## src/rtl/ucs_pkg.sv

```systemverilog
package ucs_pkg;
  localparam int ADDR_W   = 16;
  localparam int WORD_W   = 13;
  localparam int PIECE_W  = 2;
  localparam int DATA_W   = 32;
  localparam int BRK_W    = 13;
  localparam int SEL_W    = 2;
  localparam int STB_W    = 3;
  localparam logic [DATA_W-1:0] DATA_RD_CONST = 32'h0000_00FF;

  typedef enum logic [SEL_W-1:0] {
    SEL_ADDR = 2'd0,
    SEL_DATA = 2'd1,
    SEL_BRK  = 2'd2,
    SEL_NONE = 2'd3
  } rd_sel_e;

  localparam int STB_ADDR = 0;
  localparam int STB_DATA = 1;
  localparam int STB_BRK  = 2;
endpackage

```

## src/rtl/ucs_addr_reg.sv

```systemverilog
module ucs_addr_reg #(
  parameter int ADDR_W  = 16,
  parameter int WORD_W  = 13,
  parameter int PIECE_W = 2
) (
  input  logic              clk,
  input  logic              rst_n,
  input  logic              load,
  input  logic              step,
  input  logic [ADDR_W-1:0] load_val,
  output logic [ADDR_W-1:0] q
);
  localparam int PIECE_LO = WORD_W;
  localparam int PIECE_HI = WORD_W + PIECE_W - 1;
  localparam int TOP_LO   = WORD_W + PIECE_W;
  localparam logic [PIECE_W-1:0] PIECE_MAX = {PIECE_W{1'b1}};

  logic [WORD_W-1:0]  word_q, word_nx;
  logic [PIECE_W-1:0] piece_q, piece_nx, piece_inc;
  logic [ADDR_W-1:0]  q_nx;

  assign word_q  = q[WORD_W-1:0];
  assign piece_q = q[PIECE_HI:PIECE_LO];
  assign piece_inc = piece_q + 1'b1;

  always_comb begin
    piece_nx = piece_inc;
    word_nx  = (piece_inc == PIECE_MAX) ? word_q + 1'b1 : word_q;
    if (load) begin
      q_nx = load_val;
    end else if (step) begin
      q_nx = q;
      q_nx[WORD_W-1:0]        = word_nx;
      q_nx[PIECE_HI:PIECE_LO] = piece_nx;
    end else begin
      q_nx = q;
    end
  end

  always_ff @(posedge clk) begin
    if (!rst_n) q <= '0;
    else        q <= q_nx;
  end

  AST_PIECE_STEP: assert property (@(posedge clk) disable iff (!rst_n)
    (step && !load) |=> (q[PIECE_HI:PIECE_LO] == $past(q[PIECE_HI:PIECE_LO]) + 1'b1));
  AST_WORD_ADV: assert property (@(posedge clk) disable iff (!rst_n)
    (step && !load && q[PIECE_HI:PIECE_LO] == PIECE_MAX - 1'b1) |=> (q[WORD_W-1:0] == $past(q[WORD_W-1:0]) + 1'b1));
  AST_WORD_HOLD: assert property (@(posedge clk) disable iff (!rst_n)
    (step && !load && q[PIECE_HI:PIECE_LO] != PIECE_MAX - 1'b1) |=> $stable(q[WORD_W-1:0]));
  AST_TOP_KEEP: assert property (@(posedge clk) disable iff (!rst_n)
    (!load) |=> $stable(q[ADDR_W-1:TOP_LO]));
  AST_LOAD_WINS: assert property (@(posedge clk) disable iff (!rst_n)
    load |=> (q == $past(load_val)));
endmodule

```

## src/rtl/ucs_mask_reg.sv

```systemverilog
module ucs_mask_reg #(
  parameter int W = 32
) (
  input  logic         clk,
  input  logic         rst_n,
  input  logic         we,
  input  logic [W-1:0] d,
  output logic [W-1:0] q
);
  always_ff @(posedge clk) begin
    if (!rst_n)  q <= '0;
    else if (we) q <= d;
  end

  AST_REG_CAPTURE: assert property (@(posedge clk) disable iff (!rst_n)
    we |=> (q == $past(d)));
  AST_REG_HOLD: assert property (@(posedge clk) disable iff (!rst_n)
    !we |=> $stable(q));
endmodule

```

## src/rtl/ucs_rd_mux.sv

```systemverilog
module ucs_rd_mux
  import ucs_pkg::*;
(
  input  logic [SEL_W-1:0]  sel,
  input  logic [ADDR_W-1:0] addr_q,
  input  logic [BRK_W-1:0]  brk_q,
  output logic [DATA_W-1:0] rdata
);
  always_comb begin
    unique case (rd_sel_e'(sel))
      SEL_ADDR: rdata = DATA_W'(addr_q);
      SEL_DATA: rdata = DATA_RD_CONST;
      SEL_BRK:  rdata = DATA_W'(brk_q);
      default:  rdata = '0;
    endcase
  end
endmodule

```

## src/rtl/ucs_wport.sv

```systemverilog
module ucs_wport
  import ucs_pkg::*;
(
  input  logic              clk,
  input  logic              rst_n,
  input  logic [STB_W-1:0]  wr_stb,
  input  logic [DATA_W-1:0] wdata,
  input  logic [SEL_W-1:0]  rd_sel,
  output logic [DATA_W-1:0] rdata,
  output logic [ADDR_W-1:0] cs_addr,
  output logic [DATA_W-1:0] cs_data
);
  logic [BRK_W-1:0] brk_q;

  ucs_addr_reg #(.ADDR_W(ADDR_W), .WORD_W(WORD_W), .PIECE_W(PIECE_W)) u_addr (
    .clk(clk), .rst_n(rst_n),
    .load(wr_stb[STB_ADDR]), .step(wr_stb[STB_DATA]),
    .load_val(wdata[ADDR_W-1:0]), .q(cs_addr)
  );

  ucs_mask_reg #(.W(DATA_W)) u_data (
    .clk(clk), .rst_n(rst_n), .we(wr_stb[STB_DATA]), .d(wdata), .q(cs_data)
  );

  ucs_mask_reg #(.W(BRK_W)) u_brk (
    .clk(clk), .rst_n(rst_n), .we(wr_stb[STB_BRK]), .d(wdata[BRK_W-1:0]), .q(brk_q)
  );

  ucs_rd_mux u_mux (.sel(rd_sel), .addr_q(cs_addr), .brk_q(brk_q), .rdata(rdata));

  AST_RST_CLEAR: assert property (@(posedge clk)
    !rst_n |=> (cs_addr == '0 && cs_data == '0));
  AST_NO_STRAY_STEP: assert property (@(posedge clk) disable iff (!rst_n)
    (wr_stb[STB_ADDR] == 1'b0 && wr_stb[STB_DATA] == 1'b0) |=> $stable(cs_addr));
endmodule

```

## config.mk

```make
export PLATFORM = sky130hd
export DESIGN_NAME = ucs_wport
export DESIGN_NICKNAME = d
export VERILOG_FILES = /design/src/rtl/ucs_pkg.sv /design/src/rtl/ucs_addr_reg.sv /design/src/rtl/ucs_mask_reg.sv /design/src/rtl/ucs_rd_mux.sv /design/src/rtl/ucs_wport.sv
export SDC_FILE = /design/constraint.sdc
export NUM_CORES = 1
export LEC_CHECK = 0
export BUFFER_PORTS_ARGS = -buffer_cell sky130_fd_sc_hd__buf_4
export CELL_PAD_IN_SITES_DETAIL_PLACEMENT = 0
export CELL_PAD_IN_SITES_GLOBAL_PLACEMENT = 1
export CORE_ASPECT_RATIO = 0.6
export CORE_MARGIN = 2
export CORE_UTILIZATION = 35
export DETAILED_ROUTE_END_ITERATION = 8
export PLACE_DENSITY = 0.76
export SETUP_SLACK_MARGIN = 0.2
export SKIP_LAST_GASP = 1
export SYNTH_ARGS = -nofsm -noshare
export SYNTH_HDL_FRONTEND = slang
export SYNTH_SLANG_ARGS = --single-unit
```

## constraint.sdc

```tcl
create_clock -name clk -period 1.53 [get_ports clk]
set_input_delay 0.153 -clock clk [delete_from_list [all_inputs] [get_ports clk]]
set_output_delay 0.153 -clock clk [all_outputs]
set_load 0.02 [all_outputs]
```

# Yosys cells after proc, flatten, opt, wreduce, memory -nomap -nowiden

Cells that the tools add are included.

Word-level logic and storage cells: 18
Bits in registers: 61
Input bits: 39
Output and inout bits: 80

Muxes and demuxes: 4
Reductions and logical operators: 4
Equality and inequality tests: 3
Add/sub/neg operators: 2

Operators with widths:

| cell                                                                  | count |
|---|---|
| 16-bit one-hot mux with 3 select lines                                | 1 |
| 16-bit two-way mux                                                    | 1 |
| 15-bit two-way mux                                                    | 1 |
| 13-bit by 1-bit adder with 13-bit output, second input constant       | 1 |
| 13-bit two-way mux                                                    | 1 |
| 2-bit equality test, second input constant                            | 2 |
| 2-bit nonzero test                                                    | 2 |
| 2-bit by 1-bit adder with 2-bit output, second input constant         | 1 |
| 2-bit by 1-bit equality test with 1-bit output, second input constant | 1 |
| 2-bit zero test                                                       | 1 |
| 2-bit AND reduction                                                   | 1 |

# Longest topological paths before layout

Gate-level depths: netlist of run 1.

Depth in word-level cells: 5
Mapped depth: 7
Gate-level depth less buffers: 6

# Modules after synthesis

A second synthesis of run 1 with hierarchy kept.

Cell total of the unflattened synthesis: 301
Area total of the unflattened synthesis: 3,100.5 µm²

By module, submodules not included:

| module                | area an instance (µm²) | times used | seq. area each (µm²) | cells each |
|---|---|---|---|---|
| ucs_mask_reg (u_data) | 1,243.7                | 1          | 640.6                | 103 |
| ucs_addr_reg          | 922.1                  | 1          | 320.3                | 104 |
| ucs_mask_reg (u_brk)  | 506.7                  | 1          | 260.2                | 42 |
| ucs_rd_mux            | 427.9                  | 1          | 0.0                  | 52 |

# Worst setup path after synthesis of run 1

OpenSTA, ideal clock, no wires.

Path type: reg-to-reg
Start: reg u_addr.q[13]
End: reg u_addr.q[4]
Period minus slack after synthesis: 1.555 ns
Arrival time: 1.439 ns
Stages on the path, launching flop included: 8
Data required time: 1.414 ns
Setup slack: -0.025 ns
Setup time: 0.116 ns
Buffers on the path: 1
Path through: dfxtp_1 > inv_1 > ha_1 > and3_2 > buf_6 > nand3_1 > xnor2_1 > o211a_1

Cells in the longest elaborated chain, start to end: 4

Ends and longest elaborated chain:

| what                                   | RTL line           | RTL |
|---|---|---|
| start, declared                        | ucs_addr_reg.sv:11 | `output logic [ADDR_W-1:0] q` |
| start signal, assigned                 | ucs_addr_reg.sv:42 | `else q <= q_nx;` |
| 2-bit by 1-bit adder with 2-bit output | ucs_addr_reg.sv:24 | `assign piece_inc = piece_q + 1'b1;` |
| 2-bit equality test                    | ucs_addr_reg.sv:28 | `word_nx = (piece_inc == PIECE_MAX) ? word_q + 1'b1 : word_q;` |
| 2-bit nonzero test (no line)           | --                 |  |
| 2-bit AND reduction (no line)          | --                 |  |

Every way passes these cells.
A chain may end at the register's enable or synchronous reset.

# Final worst setup path of run 1

Same ends and word-level chain as after synthesis.

==> metrics.sh, run 1 <==
IR_WORST_VDD_mV=0.6487
SYNTH-WARNING-COUNT=0
CLOCKPOWERSHARE_PCT=42.4
COMBINATIONAL_FAMILY_WITH_THE_MOST_AREA_AFTER_SYNTHESIS='simple AND/OR/NAND/NOR gates'
PATH_CLK_SLEW_PS=50
POST-DP-HPWL_MM=5.693
VIA_PER_INST=4.627
STD_CELL_ROWS=25
SETUP_REPAIR_AFTER_GLOBAL_ROUTING_MISSED_ITS_MARGIN='true'
START_KIND='register'
FIN_CRIT_SH_PCT=84.35
ROUTE.ANTENNA.REMAINING_NETS=0
POWER_DENSITY_mW_PER_MM2=1088
SYNTHXORXNORAREAFRAC_PCT=3.936
WORSTPATHCELLLIST='inv_4, ha_4, and3_4, nand3_2, xnor2_1, o211a_1'
GRT_USE_TOTAL_PCT=17.53
SYNTH-SEQ-AREA-SHARE_PCT=42.21
SYNTH-SIMPLE-AREA-SHARE_PCT=20.07
DRT-WIRELENGTH-PER-CELL_UM=14.88
CTS_HOLD_BUF=0
CLK_PATH_BUF_DEPTH=2
CRITICAL_PATH_PEAK_FANOUT=5
NETS=452
VIAS_AFTER_DETAILED_ROUTING=2420
NUMBER_OF_SETUP_VIOLATIONS_IN_THE_FINAL_REPORT=0
DRT_INITIAL_VIOLATIONS=102
DIE-AREA_MM2=0.009032
FINALWEIGHTEDCONGESTION=0.7921
ACHIEVABLE-FREQUENCY_GHz=0.7748
FIN_SETUP_TNS_PS=0
DRC=0
CTS_BUFFERS=9
P_INT_W=0.003272
SYNTH_FA_HA_AREA_SHARE_PCT=0.8651
INITIAL_CORE_UTILIZATION_PCT=36.41
SEQ_POWER_SHARE_PCT=39.7
PIN_COUNT_OF_THE_BIGGEST_NET_ENTERING_GLOBAL_ROUTING=49
WORSTSETUPPATHTYPE='register to register'
HOLDCRITSTARTPOINT='wdata[19]'
DIEHEIGHT_UM=74.42
HTREE_LEVELS=3
MUX_CELL_AREA_SHARE_AFTER_SYNTHESIS_PCT=17.99
PWR-SHARE-COMB_PCT=17.9
SYNTH.CELL_AREA_MM2=0.002893
CHIPWIDTH_UM=121.4
ROUTED_WL_MM=7.782
GRT_PASS1_WL_MM=11.87
CP_DATA_ARRIVAL_TIME_PS=1510
SYNTH_ASYNC_SR_FLOP_SHARE_PCT=0
INITIAL_ANTENNA_VIOLATION_COUNT=0
FIN_SKEW_PS=4.518
NETLIST_INSTANCES=304
DOMINANTREGCELLSYNTH='dfxtp_1'
COUNT_OF_DISTINCT_CELL_TYPES_IN_THE_SYNTHESIZED_NETLIST=31
RESULT_OF_THE_RUN='complete, no violations'
FINALWORSTPATHREQUIREDPERIOD_PS=1291
GLOBALROUTEOVERFLOWTOTAL=0
WORST-R2R-CELL-COUNT=6
SYNTH-COMPOUND-AREA-SHARE_PCT=6.401
NUMCLOCKSINKS=61
FIN_WORST_HOLD_SLACK_PS=81.55
CRITICAL_PATH.SLOWEST_CELL='dfxtp_4'
POWER_LEAKAGE_nW=1.931
TIMING.FINAL.HOLD_VIOLATIONS=0
CRIT_REQUIRED_PS=1750
SYN2LAYOUT_AREA_GROWTH_PCT=40.96
POST_SYNTH.CELL_AREA_AVG_UM2=9.516
SLEW_VIOLATIONS=0
PIN_COUNT=119
CORE_REGION_AREA_MM2=0.007945
WORST_R2R_ENDPOINT='u_addr.q[4]'
NUMBER_OF_GLOBAL_ROUTE_VIAS_BEFORE_REPAIR=2319
CRITICAL_PATH.REG2REG.STARTPOINT='u_addr.q[13]'
NUM-FILL-CELLS=779
POWER_SWITCHING_W=0.001164
DRT-PASS1-ITER-COUNT=4
DRIVE_ABOVE_1_SHARE_PCT=36.63
ANTENNADIODECOUNT=0
CAP_VIOL_MAX_COUNT=0
POWER_SWITCHING_SHARE_PCT=26.25
CRIT_END_ELEMENT='register'
CPPEAKSTAGEDELAY_PS=350
TRITONCTS='built'
TIMING.HOLD.WORST_PATH_DEPTH=3
TIMING.HOLD.WORST_ENDPOINT='u_data.q[19]'
POSTSYNTHREGISTERBITS=61
SYNTH-EDFF-COUNT=0
CLK-INSERTION-DELAY-LATE_PS=330
BUFFER_TYPE_AT_THE_CLOCK_TREE_ROOT='clkbuf_16'
FF2FF_SETUP_SLACK_PS=240
BUFFER_PORTS.INSERTED=102
MIN-DELAY-PATH-CLASS='primary input to register'
## final cells by class
type                    count  area (um2)  area share (%)
clock buffers              14       274.0           6.720
clock inverters             1       5.005          0.1227
inverters                   2       10.01          0.2455
repair buffers            117       882.1           21.63
multi-input cells         220        1531           37.56
flip-flops and latches     61        1240           30.41
well taps                 108       135.1           3.314
## how the worst max path moves through the flow
stage,slack [ps],startpoint,cells past startpoint,endpoint
2_1_floorplan,190,u_addr.q[13],7,u_addr.q[4]
3_3_place_gp,250,u_addr.q[13],6,u_addr.q[5]
3_5_place_dp,190,u_addr.q[13],6,u_addr.q[5]
4_1_cts,170,u_addr.q[2],4,rdata[2]
5_1_grt,160,u_addr.q[13],6,u_addr.q[5]
6_report,240,u_addr.q[13],6,u_addr.q[4]
## critical path: cells and delay by family, from the launching register on
family / cells / cell delay, ps
XOR/XNOR: 1 / 120
flip-flops: 1 / 350
buffers and inverters: 1 / 60
AO/OA/AOI/OAI: 1 / 190
adder cells (fa/ha/maj): 1 / 140
AND/OR/NAND/NOR: 2 / 320
## metrics by stage
stage          setup slack, ps  power, W  utilization, %  std cells  instance area [um2]
2_1_floorplan            191.4  0.002257               -        319                 2989
3_3_place_gp             249.6  0.002558           46.94        503                 3730
3_5_place_dp             192.6  0.002569           46.94        503                 3730
4_1_cts                  167.9  0.004478           50.57        518                 4018
5_1_grt                  160.2  0.004627           51.32        523                 4078
6_report                 239.4  0.004436           51.32        523                 4078
## synth_stat cells (3+ instances only)
master | n | share of area, %
nand2_1 | 16 | 2.1
xor2_1 | 10 | 3.0
nand3_1 | 3 | 0.52
and2_1 | 6 | 1.3
o21ai_0 | 19 | 3.3
nor2b_1 | 49 | 11
nor2_1 | 15 | 1.9
dfxtp_1 | 61 | 42
buf_4 | 19 | 4.9
a21oi_1 | 9 | 1.6
and3_1 | 3 | 0.65
mux2i_1 | 52 | 18
nand4_1 | 4 | 0.86
clkbuf_1 | 8 | 1.0
xnor2_1 | 3 | 0.91
buf_2 | 6 | 1.0
## cells in the final DEF (no fill, tap or decap), types with 3 or more instances in the layout
cell type	n
o21ai_1	8
a21oi_1	9
nand2_1	16
clkbuf_8	3
dfxtp_4	4
mux2i_1	52
o21ai_0	12
xor2_1	10
nor2b_1	49
clkbuf_16	9
nand4_1	4
dfxtp_1	54
and2_1	6
buf_4	116
nor2_1	14
xnor2_1	3
dfxtp_2	3
conb_1	16
## kinds of logic (layout without fill, tap and decap cells)
family / after synthesis / in the layout
and+or+nand+nor: 103 / 103
DFF: 61 / 61
muxes: 52 / 52
buffers and inverters: 38 / 134
AOI/OAI and AO/OA: 34 / 34
xor gates and xnor gates: 13 / 13
adders and majority gates: 2 / 2
other: 1 / 16
## what timing repair did
action                     CTS  global route
setup buffers                0             5
setup endpoints to repair    8            15
pin swaps                    1             7
gates resized for setup      8            12
gates cloned                 0             0
## state kept, by name, indices dropped and copies added (netlist names)
name,cells
u_brk.q,13
u_addr.q,16
u_data.q,32
## metal layers
metal / track usage (%) / routed length, um / up-vias
met5: 0 / 0 / -
met4: 6.513 / 85 / 0
met3: 7.669 / 699 / 10
met2: 26.78 / 3380 / 87
met1: 22.20 / 3617 / 1124
li1: - / - / 1199
## power by group through the flow
stage	Sequential [W]	Clock, W	Combinational [W]
2_1_floorplan	0.00188	0	0.000375
3_3_place_gp	0.00179	0	0.000771
3_5_place_dp	0.00179	0	0.000780
4_1_cts	0.00176	0.00193	0.000784
5_1_grt	0.00177	0.00200	0.000860
6_report	0.00176	0.00188	0.000794
(Power assumes the default switching activity.)
==> run 2, diff against run 1 <==
- clock period: 1.53 -> 1.2 ns (I/O delays scaled with it)
==> run 2 against run 1 <==
The flow now finishes with violations (setup timing). Hold slack got worse by 36 ps. Critical path depth is 1 higher. Global-route usage grew 2.0 points. Setup slack lost 360 ps. Utilization increased by 9.0 points. Clock-buffer cell count is 2 lower. Critical path type unchanged. Largest power group unchanged.
==> metrics.sh, run 2 (synthesized netlist as in run 1, its figures left out) <==
CRITICAL_PATH.SLOWEST_CELL='dfxtp_4'  # unchanged
LARGEST_REGISTER_FF_COUNT=32  # unchanged
CP_DATA_ARRIVAL_TIME_PS=1570  # was 1510 ps
TIMING.HOLD.WORST_ENDPOINT='u_data.q[31]'  # was u_data.q[19]
FINAL_CELL_AREA_MM2=0.004791  # was 0.004078 mm2
PIN_COUNT_OF_THE_BIGGEST_NET_ENTERING_GLOBAL_ROUTING=35  # was 49
CHIPWIDTH_UM=121.4  # unchanged
SYN2LAYOUT_AREA_GROWTH_PCT=65.61  # was 40.96%
ROUTE.ANTENNA.REMAINING_NETS=0  # unchanged
FIN_SKEW_PS=2.487  # was 4.518 ps
DIE-AREA_MM2=0.009032  # unchanged
INITIAL_CORE_UTILIZATION_PCT=36.41  # unchanged
START_KIND='register'  # unchanged
CPPEAKSTAGEDELAY_PS=350  # about the same
POWER_DENSITY_mW_PER_MM2=1240  # was 1088 mW/mm2
HTREE_LEVELS=3  # unchanged
SLEW_VIOLATIONS=0  # unchanged
CRITICAL_PATH.REG2REG.STARTPOINT='u_addr.q[13]'  # unchanged
RESULT_OF_THE_RUN='complete, but fails checks'  # was complete, no violations
FAILED_CHECKS='setup timing'
VIA_PER_INST=4.631  # was 4.627
LARGEST_REGISTER='u_data.q'  # unchanged
CORE_REGION_AREA_MM2=0.007945  # unchanged
FINAL_CELL_COUNT_NO_FILL=566  # was 523
LAYOUT.CELLS.MOST_COMMON_LIST='buf_4, buf_6, mux2i_1'  # was buf_4, dfxtp_1, mux2i_1
TIMING.HOLD.WORST_PATH_DEPTH=3  # unchanged
GLOBALROUTEOVERFLOWTOTAL=0  # unchanged
GRT_USE_TOTAL_PCT=19.48  # was 17.53%
POWER_LEAKAGE_nW=2.252  # was 1.931 nW
DP_CELLS=519  # was 503
FIN_CRIT_SH_PCT=110.3  # was 84.35%
VIAS_AFTER_DETAILED_ROUTING=2621  # was 2420
STD_CELL_ROWS=25  # unchanged
FINALWORSTPATHREQUIREDPERIOD_PS=1323  # was 1291 ps
CRITICAL_PATH_PEAK_FANOUT=4  # was 5
NUMCLOCKSINKS=61  # unchanged
GRT_PASS1_WL_MM=13.28  # was 11.87 mm
LAYOUT_SETUP_WS_PS=-123.1  # was 239.4 ps
BIGGESTREGSBYFLOPS='u_data.q: 32 flops, u_addr.q: 16 flops, u_brk.q: 13 flops'  # unchanged
DRIVE_ABOVE_1_SHARE_PCT=50.00  # was 36.63%
CLK-INSERTION-DELAY-LATE_PS=330  # about the same
DRT_INITIAL_VIOLATIONS=96  # was 102
FIN_TOTAL_PWR_W=0.005939  # was 0.004436 W
POSTPLACECELLAREA_MM2=0.003933  # was 0.003730 mm2
CTS_HOLD_BUF=0  # unchanged
CRIT_PATH_START='u_addr.q[13]'  # unchanged
TRITONCTS='built'  # unchanged
HOLDCRITSTARTPOINT='wdata[31]'  # was wdata[19]
SETUP_REPAIR_AFTER_GLOBAL_ROUTING_MISSED_ITS_MARGIN='true'  # unchanged
PATH_CLK_SLEW_PS=50  # about the same
DIEHEIGHT_UM=74.42  # unchanged
WORST_R2R_ENDPOINT='u_addr.q[3]'  # was u_addr.q[4]
NUMBER_OF_SETUP_VIOLATIONS_IN_THE_FINAL_REPORT=23  # was 0
ROUTED_WL_MM=8.467  # was 7.782 mm
CRIT_REQUIRED_PS=1440  # was 1750 ps
WORSTPATHCELLLIST='inv_4, ha_4, and4_4, buf_6, nand2_2, xor2_1, a21oi_1'  # was inv_4, ha_4, and3_4, nand3_2, xnor2_1, o211a_1
PIN_COUNT=119  # unchanged
INITIAL_ANTENNA_VIOLATION_COUNT=0  # unchanged
TIMING.FINAL.HOLD_VIOLATIONS=0  # unchanged
IR_WORST_VDD_mV=0.8423  # was 0.6487 mV
DRC=0  # unchanged
WORST-R2R-CELL-COUNT=7  # was 6
CRIT_END_ELEMENT='register'  # unchanged
FF2FF_SETUP_SLACK_PS=-120  # was 240 ps
FIN_WORST_HOLD_SLACK_PS=45.48  # was 81.55 ps
CTS_BUFFERS=9  # unchanged
CAP_VIOL_MAX_COUNT=0  # unchanged
NETS=494  # was 452
DRT-WIRELENGTH-PER-CELL_UM=14.96  # was 14.88 um
ACHIEVABLE-FREQUENCY_GHz=0.7558  # was 0.7748 GHz
BUFFER_PORTS.INSERTED=102  # unchanged
WORSTSETUPPATHTYPE='register to register'  # unchanged
CELL_TYPE_GROUP_WITH_THE_LARGEST_TOTAL_DELAY_ON_THE_CRITICAL_PATH='flip-flops'  # unchanged
POST-DP-HPWL_MM=5.923  # was 5.693 mm
LAYOUT_COMMONEST_CELL='buf_4'  # unchanged
ANTENNADIODECOUNT=0  # unchanged
FINALWEIGHTEDCONGESTION=0.7874  # was 0.7921
BUFFER_TYPE_AT_THE_CLOCK_TREE_ROOT='clkbuf_16'  # unchanged
NUMBER_OF_GLOBAL_ROUTE_VIAS_BEFORE_REPAIR=2597  # was 2319
DRT-PASS1-ITER-COUNT=4  # unchanged
MIN-DELAY-PATH-CLASS='primary input to register'  # unchanged
NUMBER_OF_BUFFERS_AND_INVERTERS_ON_THE_CRITICAL_PATH=2  # was 1
CLK_PATH_BUF_DEPTH=2  # unchanged
DP_SLACK_PS=-133.2  # was 192.6 ps
==> run 2: cell types whose count changed in the layout (fill, tap and decap cells not counted), moves of 4 or more <==
cell and delta:
nor2_4 +8, buf_4 -13, dfxtp_1 -9, nor2_1 -10, o21ai_0 -4, buf_6 +54
dfxtp_4 +6, o21ai_2 +7
==> run 2: layout make-up <==
class,count,area (um2)
Clock inverter,4,21.27
Timing Repair Buffer,159,1413
Sequential cell,61,1266
Multi-Input combinational cell,220,1689
Tap cell,108,135.1
Clock buffer,12,256.5
Fill cell,727,3154
Inverter,2,10.01
==> run 2: timing repair <==
item,4_1_cts,5_1_grt
endpoints found under the setup margin,45,46
pin swaps,25,17
setup buffers,21,10
resized for setup,80,17
==> run 2: how the worst max path moves through the flow <==
stage	end	cells after the start
after floorplan	u_addr.q[4]	7
after global placement	u_addr.q[5]	6
after detailed placement	u_addr.q[5]	6
after CTS	u_addr.q[4]	6
after global routing	u_addr.q[4]	6
final	u_addr.q[3]	7
==> run 2: metrics by stage <==
step / setup TNS [ps] / util [%]
floorplan: -373.1 / -
global placement: -276.9 / 49.50
detailed placement: -591.6 / 49.50
CTS: -809.6 / 58.55
global route: -2504 / 60.30
finish: -1098 / 60.30
==> run 2: report_power, final <==
| part | total [W] | switching, W | leakage (nW) | internal (W) |
|---|---|---|---|---|
| logic | 0.00132 | 0.000646 | 1.60 | 0.000670 |
| registers | 0.00224 | 0.0000836 | 0.512 | 0.00215 |
| clock network | 0.00239 | 0.000889 | 0.143 | 0.00150 |
| total | 0.00594 | 0.00162 | 2.25 | 0.00432 |
==> run 2: worst reg2reg max path, cell delays in order, from the launching register on <==
cell and delay [ps]:
dfxtp_4 350, inv_4 50, ha_4 140, and4_4 260, buf_6 100, nand2_2 40, xor2_1 130, a21oi_1 160
==> run 2: routing by layer <==
metal  routed length [um]  GRT usage [%]  vias to the layer above
li1                     -              -                     1285
met3                  826          9.202                       14
met2                 3764          31.34                       93
met1                 3757          23.68                     1229
met4                  120          5.619                        0
met5                    0              0                        -
